--- config.mk ---
export PLATFORM = sky130hd
export DESIGN_NAME = wsplit_bridge
export DESIGN_NICKNAME = d
export VERILOG_FILES = /design/src/rtl/wsplit_pkg.sv /design/src/rtl/wsplit_timer.sv /design/src/rtl/wsplit_seq.sv /design/src/rtl/wsplit_merge.sv /design/src/rtl/wsplit_bridge.sv
export SDC_FILE = /design/constraint.sdc
export NUM_CORES = 1
export LEC_CHECK = 0
export CAP_MARGIN = 20
export CORE_MARGIN = 1
export CORE_UTILIZATION = 31
export DETAILED_ROUTE_END_ITERATION = 12
export DONT_BUFFER_PORTS = 1
export PLACE_DENSITY = 0.42
export SETUP_SLACK_MARGIN = 0.4
export SYNTH_ARGS = -nofsm -noshare
export SYNTH_HDL_FRONTEND = slang
export SYNTH_SLANG_ARGS = --single-unit
export TNS_END_PERCENT = 50
--- constraint.sdc ---
create_clock -name clk -period 2.6 [get_ports clk]
set_input_delay 0.26 -clock clk [delete_from_list [all_inputs] [get_ports clk]]
set_output_delay 0.26 -clock clk [all_outputs]
set_load 0.05 [all_outputs]
--- src/rtl/wsplit_pkg.sv ---
package wsplit_pkg;
  typedef enum logic [1:0] {
    PH_IDLE  = 2'd0,
    PH_FIRST = 2'd1,
    PH_FINAL = 2'd2
  } phase_t;
endpackage

--- src/rtl/wsplit_timer.sv ---
module wsplit_timer #(
  parameter int CYC_CLKS = 3
) (
  input  logic clk,
  input  logic rst,
  input  logic run,
  output logic last
);
  localparam int CW = (CYC_CLKS > 2) ? $clog2(CYC_CLKS) : 2;
  localparam logic [CW-1:0] TOP = CW'(CYC_CLKS - 1);

  logic [CW-1:0] cnt;

  always_ff @(posedge clk) begin
    if (rst || !run) cnt <= '0;
    else if (cnt == TOP) cnt <= '0;
    else cnt <= cnt + 1'b1;
  end

  assign last = run && (cnt == TOP);

  // the in-cycle counter never exceeds the final clock index
  a_r2_count_range: assert property (@(posedge clk) disable iff (rst)
    cnt <= TOP);
  // the counter rests at zero outside a cycle
  a_r2_idle_zero: assert property (@(posedge clk) disable iff (rst)
    !run |-> cnt == '0);
endmodule

--- src/rtl/wsplit_seq.sv ---
module wsplit_seq
  import wsplit_pkg::*;
#(
  parameter int AW = 8
) (
  input  logic          clk,
  input  logic          rst,
  input  logic          cpu_req,
  input  logic          cpu_we,
  input  logic          cpu_long,
  input  logic [AW-1:0] cpu_addr,
  input  logic [31:0]   cpu_wdata,
  input  logic          cyc_last,
  output logic          bus_sel,
  output logic          bus_stb,
  output logic          bus_lock,
  output logic          bus_we,
  output logic [AW-1:0] bus_addr,
  output logic [15:0]   bus_wdata,
  output logic          in_first
);
  localparam logic [AW-1:0] LONG_MASK = AW'(3);
  localparam logic [AW-1:0] WORD_MASK = AW'(1);
  localparam logic [AW-1:0] HALF_STEP = AW'(2);

  phase_t      phase;
  logic [15:0] low_half;

  always_ff @(posedge clk) begin
    if (rst) begin
      phase     <= PH_IDLE;
      bus_sel   <= 1'b0;
      bus_stb   <= 1'b0;
      bus_lock  <= 1'b0;
      bus_we    <= 1'b0;
      bus_addr  <= '0;
      bus_wdata <= '0;
      low_half  <= '0;
    end else begin
      case (phase)
        PH_IDLE: begin
          bus_stb <= 1'b0;
          if (cpu_req) begin
            phase     <= cpu_long ? PH_FIRST : PH_FINAL;
            bus_sel   <= 1'b1;
            bus_stb   <= 1'b1;
            bus_lock  <= cpu_long;
            bus_we    <= cpu_we;
            bus_addr  <= cpu_addr & ~(cpu_long ? LONG_MASK : WORD_MASK);
            bus_wdata <= cpu_long ? cpu_wdata[31:16] : cpu_wdata[15:0];
            low_half  <= cpu_wdata[15:0];
          end
        end
        PH_FIRST: begin
          bus_stb <= 1'b0;
          if (cyc_last) begin
            phase     <= PH_FINAL;
            bus_stb   <= 1'b1;
            bus_addr  <= bus_addr + HALF_STEP;
            bus_wdata <= low_half;
          end
        end
        PH_FINAL: begin
          bus_stb <= 1'b0;
          if (cyc_last) begin
            phase    <= PH_IDLE;
            bus_sel  <= 1'b0;
            bus_lock <= 1'b0;
          end
        end
        default: phase <= PH_IDLE;
      endcase
    end
  end

  assign in_first = (phase == PH_FIRST);

  // direction, address and data hold through a cycle after its first clock
  a_r9_hold_fields: assert property (@(posedge clk) disable iff (rst)
    (bus_sel && !bus_stb) |-> ($stable(bus_we) && $stable(bus_addr) && $stable(bus_wdata)));
  // strobe only inside a selected cycle
  a_r9_stb_in_sel: assert property (@(posedge clk) disable iff (rst)
    bus_stb |-> bus_sel);
  // the second half follows two bytes above the first
  a_r4_second_addr: assert property (@(posedge clk) disable iff (rst)
    (bus_stb && bus_lock && $past(bus_sel)) |-> bus_addr == $past(bus_addr) + HALF_STEP);
  // direction does not change inside a locked transfer
  a_r8_we_locked: assert property (@(posedge clk) disable iff (rst)
    (bus_lock && $past(bus_lock)) |-> $stable(bus_we));
endmodule

--- src/rtl/wsplit_merge.sv ---
module wsplit_merge (
  input  logic        clk,
  input  logic        rst,
  input  logic        cyc_last,
  input  logic        in_first,
  input  logic        is_long,
  input  logic [15:0] bus_rdata,
  output logic [31:0] cpu_rdata,
  output logic        cpu_ready
);
  logic [15:0] upper_hold;

  always_ff @(posedge clk) begin
    if (rst) begin
      upper_hold <= '0;
      cpu_rdata  <= '0;
      cpu_ready  <= 1'b0;
    end else begin
      cpu_ready <= 1'b0;
      if (cyc_last) begin
        if (in_first) begin
          upper_hold <= bus_rdata;
        end else begin
          cpu_ready <= 1'b1;
          cpu_rdata <= is_long ? {upper_hold, bus_rdata} : {16'h0000, bus_rdata};
        end
      end
    end
  end

  // completion is a single-clock pulse
  a_r6_single_pulse: assert property (@(posedge clk) disable iff (rst)
    cpu_ready |=> !cpu_ready);
endmodule

--- src/rtl/wsplit_bridge.sv ---
module wsplit_bridge #(
  parameter int AW       = 8,
  parameter int CYC_CLKS = 3
) (
  input  logic          clk,
  input  logic          rst,
  input  logic          cpu_req,
  input  logic          cpu_we,
  input  logic          cpu_long,
  input  logic [AW-1:0] cpu_addr,
  input  logic [31:0]   cpu_wdata,
  output logic [31:0]   cpu_rdata,
  output logic          cpu_ready,
  output logic          bus_sel,
  output logic          bus_stb,
  output logic          bus_lock,
  output logic          bus_we,
  output logic [AW-1:0] bus_addr,
  output logic [15:0]   bus_wdata,
  input  logic [15:0]   bus_rdata
);
  logic cyc_last;
  logic in_first;

  wsplit_timer #(.CYC_CLKS(CYC_CLKS)) u_timer (
    .clk  (clk),
    .rst  (rst),
    .run  (bus_sel),
    .last (cyc_last)
  );

  wsplit_seq #(.AW(AW)) u_seq (
    .clk       (clk),
    .rst       (rst),
    .cpu_req   (cpu_req),
    .cpu_we    (cpu_we),
    .cpu_long  (cpu_long),
    .cpu_addr  (cpu_addr),
    .cpu_wdata (cpu_wdata),
    .cyc_last  (cyc_last),
    .bus_sel   (bus_sel),
    .bus_stb   (bus_stb),
    .bus_lock  (bus_lock),
    .bus_we    (bus_we),
    .bus_addr  (bus_addr),
    .bus_wdata (bus_wdata),
    .in_first  (in_first)
  );

  wsplit_merge u_merge (
    .clk       (clk),
    .rst       (rst),
    .cyc_last  (cyc_last),
    .in_first  (in_first),
    .is_long   (bus_lock),
    .bus_rdata (bus_rdata),
    .cpu_rdata (cpu_rdata),
    .cpu_ready (cpu_ready)
  );

  // the lock is only ever raised inside a selected cycle
  a_r5_lock_in_sel: assert property (@(posedge clk) disable iff (rst)
    bus_lock |-> bus_sel);
  // ready follows the clock on which the last cycle ended
  a_r6_ready_after_sel: assert property (@(posedge clk) disable iff (rst)
    cpu_ready |-> ($past(bus_sel) && !bus_sel));
  // a locked transfer never drops select between its halves
  a_r3_no_gap: assert property (@(posedge clk) disable iff (rst)
    (bus_lock && !bus_stb) |=> (bus_sel || cpu_ready));
endmodule

Word level (Yosys, flattened, before mapping)
Cells that the tools add are included.

Memories kept: 0. Bits in read-only memories: 0. Latch bits: 0. RAM bits: 0. Register bits: 97. Input bits: 61.

Order comparisons: 0. Shift-type cells: 0. Bitwise gates (word level): 4. Equal/unequal tests: 6. Add/subtract/negate cells: 2. Multipliers: 0. Multiplexer cells: 23. Div/mod/pow operators: 0. Reductions and logical operators: 15.

Operators with widths (number): $mux W16 (3); $mux W32 (1); $pmux W16 S2 (1); $mux W8 (2); $pmux W8 S2 (1); $mux W2 (5); $reduce_and A3 Y1 (3); $add A8 B2 Y8 const B (1); $and A8 B8 Y8 (1); $not A8 Y8 (1); $mux W1 (6); $ne A2 B2 Y1 const B (3); $pmux W2 S3 (1); $reduce_and A2 Y1 (3); $eq A2 B2 Y1 const B (2); $pmux W1 S2 (2); $reduce_bool A2 Y1 (2); $reduce_or A2 Y1 (2); $pmux W1 S3 (1); $reduce_bool A3 Y1 (1); $add A2 B1 Y2 const B (1); $eq A2 B1 Y1 const B (1); $logic_not A2 Y1 (1); $not A1 Y1 (2); other kinds (3) (3).

Longest topological paths before layout
Depth in word-level cells: 5. Gate-level depth with buffers: 8. Gate-level depth less buffers: 5.

By module
Synthesis repeated with hierarchy kept, for this count alone.

Cells, all modules: 520. Area total of the unflattened synthesis: 4091.4 µm².

By module, submodules not included: wsplit_seq (cells each 297, area each 2265.9 µm², times used 1); wsplit_merge (cells each 216, area each 1731.7 µm², times used 1); wsplit_timer (cells each 7, area each 93.8 µm², times used 1).

Worst setup path before layout
No wires, ideal clock.

Path kind: flip-flop to flip-flop. Start point: register u_seq.bus_sel. End point: register u_seq.bus_wdata[0]. Setup slack: 0.720 ns. Arrival time: 1.807 ns. Cell stages (with the launch flop): 7. Library setup time: 0.073 ns. Buffers on the path: 3. Path through: dfxtp_1 buf_4 a21boi_2 or4_4 buf_6 buf_6 o22ai_2.

Word-level cells in the longest chain between the ends: 3.

Ends and longest elaborated chain: start: declaration (RTL line wsplit_seq.sv:14) `output logic bus_sel,`; start signal: assignment (RTL line wsplit_seq.sv:32) `bus_sel <= 1'b0;`; start signal: assignment (RTL line wsplit_seq.sv:45) `bus_sel <= 1'b1;`; start signal: assignment (RTL line wsplit_seq.sv:67) `bus_sel <= 1'b0;`; $logic_and A1 B1 Y1 (RTL line wsplit_timer.sv:20) `assign last = run && (cnt == TOP);`; $ne A2 B2 Y1 (no source line); $reduce_and A3 Y1 (no source line); end signal: assignment (RTL line wsplit_seq.sv:50) `bus_wdata <= cpu_long ? cpu_wdata[31:16] : cpu_wdata[15:0];`; end signal: assignment (RTL line wsplit_seq.sv:60) `bus_wdata <= low_half;`; end: declaration (RTL line wsplit_seq.sv:19) `output logic [15:0] bus_wdata,`.

Every way passes these cells. A chain may end at the register's enable or synchronous reset.

Final worst setup path
Start point: register u_seq.phase[1]. End point: register u_seq.bus_addr[7].

Word-level cells in the longest chain between the ends: 3.

Ends and longest elaborated chain: start: declaration (RTL line wsplit_seq.sv:26) `phase_t phase;`; start signal: assignment (RTL line wsplit_seq.sv:44) `phase <= cpu_long ? PH_FIRST : PH_FINAL;`; $eq A2 B1 Y1 or $logic_not A2 Y1 (tied branches) (RTL line wsplit_seq.sv:40) `case (phase)`; $ne A2 B2 Y1 (no source line) or $reduce_bool A2 Y1 (tied branches); $reduce_and A3 Y1 (no source line); end signal: assignment (RTL line wsplit_seq.sv:49) `bus_addr <= cpu_addr & ~(cpu_long ? LONG_MASK : WORD_MASK);`; end signal: assignment (RTL line wsplit_seq.sv:59) `bus_addr <= bus_addr + HALF_STEP;`; end: declaration (RTL line wsplit_seq.sv:18) `output logic [AW-1:0] bus_addr,`.

Several ways; a longest one is shown, not always the timed one.

==> results.toml <==
[grt]
grt_pass1_vias = 3263
overflow = 0
grt_pass1_wl_um = 17710
antenna_found_initial = 0
groute.usage.overall = 0.1632
grt_max_degree = 72

[synth]
ys_warn_count = 0
ys_dominant_reg_cell = "dfxtp_1"
syn_inst = 489
yosys.area_share.adder = 0.02124
syn_area_mm2 = 0.004124
yosys.area_share.xor_xnor = 0
yosysMostFrequentCell = "nand2_1"
synthArstFlopShare = 0
ys_seq_area_frac = 0.4660
synth_seq_cells = 96
synthTopCellsByArea = "dfxtp_1, nand2_1, a21oi_1"
yosys.area.top_type = "dfxtp_1"
yosys-top-cells-count = "nand2_1, dfxtp_1, a21oi_1"
synth_nets = 557
synth_top_family_by_area = "simple AND/OR/NAND/NOR gates"
synth_edf_count = 0
synth_compound_area_frac = 0.1778
synth.avg_cell_area_um2 = 8.433
muxShareOfSynthArea = 0.08768
ys_types = 49
yosys.area_share.simple = 0.1908
synth_top_area_frac = 0.4660

[cts]
cts_tree = "yes"
clock-sinks = 96
clkLatencyLatePin_ns = 0.35
clk_pin_slew_ns = 0.07
cts_buffer_depth = 2
ctsHtreeMaxLevel = 3
postCtsSetupRepairBufs = 0
ctsRootBufferMaster = "clkbuf_16"
cts_buffers = 9

[final_layout]
diodes = 0
syn2layout_area_growth_pct = 11.74
drive_gt1_frac = 0.1302
nets = 547
n_fill_cell = 1334
fin_cells = 656

[drt]
wl_per_cell_um = 16.48
drc_errors = 0
firstDrtPassIters = 4
ant_nets = 0
drt_wl_total_um = 10810
viasPerCell = 5.024
drt-initial-drc-count = 177
num_vias = 3296

[sta]
clock.fmax_ghz = 0.4903
fin_ws_ns = 0.5605
finalCritPeriodShare = 0.7844
maxSlewHeadroom = 0.5452
hold_viol_final = 0
rsz0062_at_grt = "false"
period_needed_ns = 2.039
tightest_slew_ns = 0.6822
setup_viol = 0
tns_ns = 0
skew_ns = 0.007429
slew_violations = 0

[setup_path]
critical_path.max_fanout = 19
max_stage_delay_ns = 0.67
worstSetupStartpointType = "register"
required_ns = 2.87
cp.arrival_ns = 2.31
crit_path_cell_trace = "inv_1, ha_1, a21boi_2, or4_4, o221ai_1"
slowest_stage = "or4_4"
worstSetupPathType = "register to register"
crit_path_end_kind = "register"

[outcome]
status = "complete, no violations"

[power]
vdd_drop_max_v = 0.0006257
p_leak_nw = 1.673
power_density_mw_per_mm2 = 1071
p_total_w = 0.004935

[hold_path]
min_path_type = "input pin to register"

[die]
die_y_um = 117.3
core_area_mm2 = 0.01277
start_util = 0.3229
ioPinCount = 122
std_cell_rows = 41
dieArea_mm2 = 0.01377
die_w_um = 117.3

[job]
cap_violations = 0

[placed_design]
dp_hpwl_um = 7100
io_buffers = 0
dp.cells = 639
place_congestion = 0.7104
pre_cts_ws_ns = 0.5274
-- layout by cell type, fill, tap and decap left out, types with 4 or more instances in the layout --
cell type and n:
inv_1 13, mux2_2 17, o22ai_2 8, a21oi_1 70, buf_4 16, nand2_1 139
clkbuf_16 9, nand3_1 22, nand2b_1 5, nor2_1 6, o22ai_1 8, ha_1 7
mux2i_1 17, a221oi_1 4, dfxtp_1 96
-- report_power, final --
group / internal, W / total [W] / switching, W / leakage [nW]
Combinational: 0.000482 / 0.00126 / 0.000777 / 0.754
Sequential: 0.00170 / 0.00236 / 0.000667 / 0.781
Clock: 0.000707 / 0.00131 / 0.000605 / 0.139
-- per-stage QoR --
step	util	hold slack, ns	instance area [um2]
3_3_place_gp	0.3356	0.3422	4287
5_1_grt	0.3608	0.01234	4608
2_1_floorplan	-	0.3911	4124
4_1_cts	0.3605	0.001361	4604
6_report	0.3608	0.02314	4608
3_5_place_dp	0.3356	0.3438	4287
-- final timing paths --
| check | end | depth (start not counted) | start | slack (ns) |
|---|---|---|---|---|
| worst max-delay path | u_seq.bus_addr[7] | 5 | u_seq.phase[1] | 0.56 |
| worst min-delay path | u_seq.bus_addr[4] | 1 | rst | 0.02 |
| worst max register to register | u_seq.bus_addr[7] | 5 | u_seq.phase[1] | 0.56 |
| worst min register to register | u_timer.cnt[0] | 1 | u_timer.cnt[0] | 0.41 |
-- logic make-up after synthesis --
group	after synthesis
multiplexers	34
flip-flops	96
buffers and inverters	52
AND/OR/NAND/NOR	186
other	1
AO/OA/AOI/OAI	113
adder cells (fa/ha/maj)	7
-- sequential cells by signal, summed over array words and instances (netlist names), 2 cells and up --
register            flops
u_merge.cpu_rdata      32
u_merge.upper_hold     16
u_seq.bus_addr          7
u_seq.bus_wdata        16
u_seq.low_half         16
u_seq.phase             2
u_timer.cnt             2
-- cell type report --
class,instances,area [um2],area share
well taps,172,215.2,0.04670
multi-input cells,341,1973,0.4282
clock inverters,5,37.54,0.008146
repair buffers,18,158.9,0.03448
flip-flops and latches,96,1922,0.4171
clock buffers,11,252.7,0.05485
inverters,13,48.80,0.01059
-- routing by layer --
| metal | vias to the layer above | global-route usage | part of all wire |
|---|---|---|---|
| met4 | 0 | 0.06331 | 0.019 |
| met1 | 1529 | 0.1922 | 0.45 |
| met5 | - | 0 | 0 |
| met2 | 94 | 0.2607 | 0.45 |
| met3 | 12 | 0.06955 | 0.081 |
| li1 | 1661 | - | - |
-- critical path, delay by kind of cell, from the launching register on --
family,cells,cell delay (ns)
and+or+nand+nor,1,0.67
AOI/OAI and AO/OA,2,0.48
DFF,1,0.40
adders and majority gates,1,0.31
buffers and inverters,1,0.10
-- repair_timing --
action	CTS	global route
setup endpoints to repair	0	5
hold buffers	1	0
resized for setup	0	1
endpoints found under the hold margin	71	0
No activity file was read; power rests on OpenSTA's default activity.
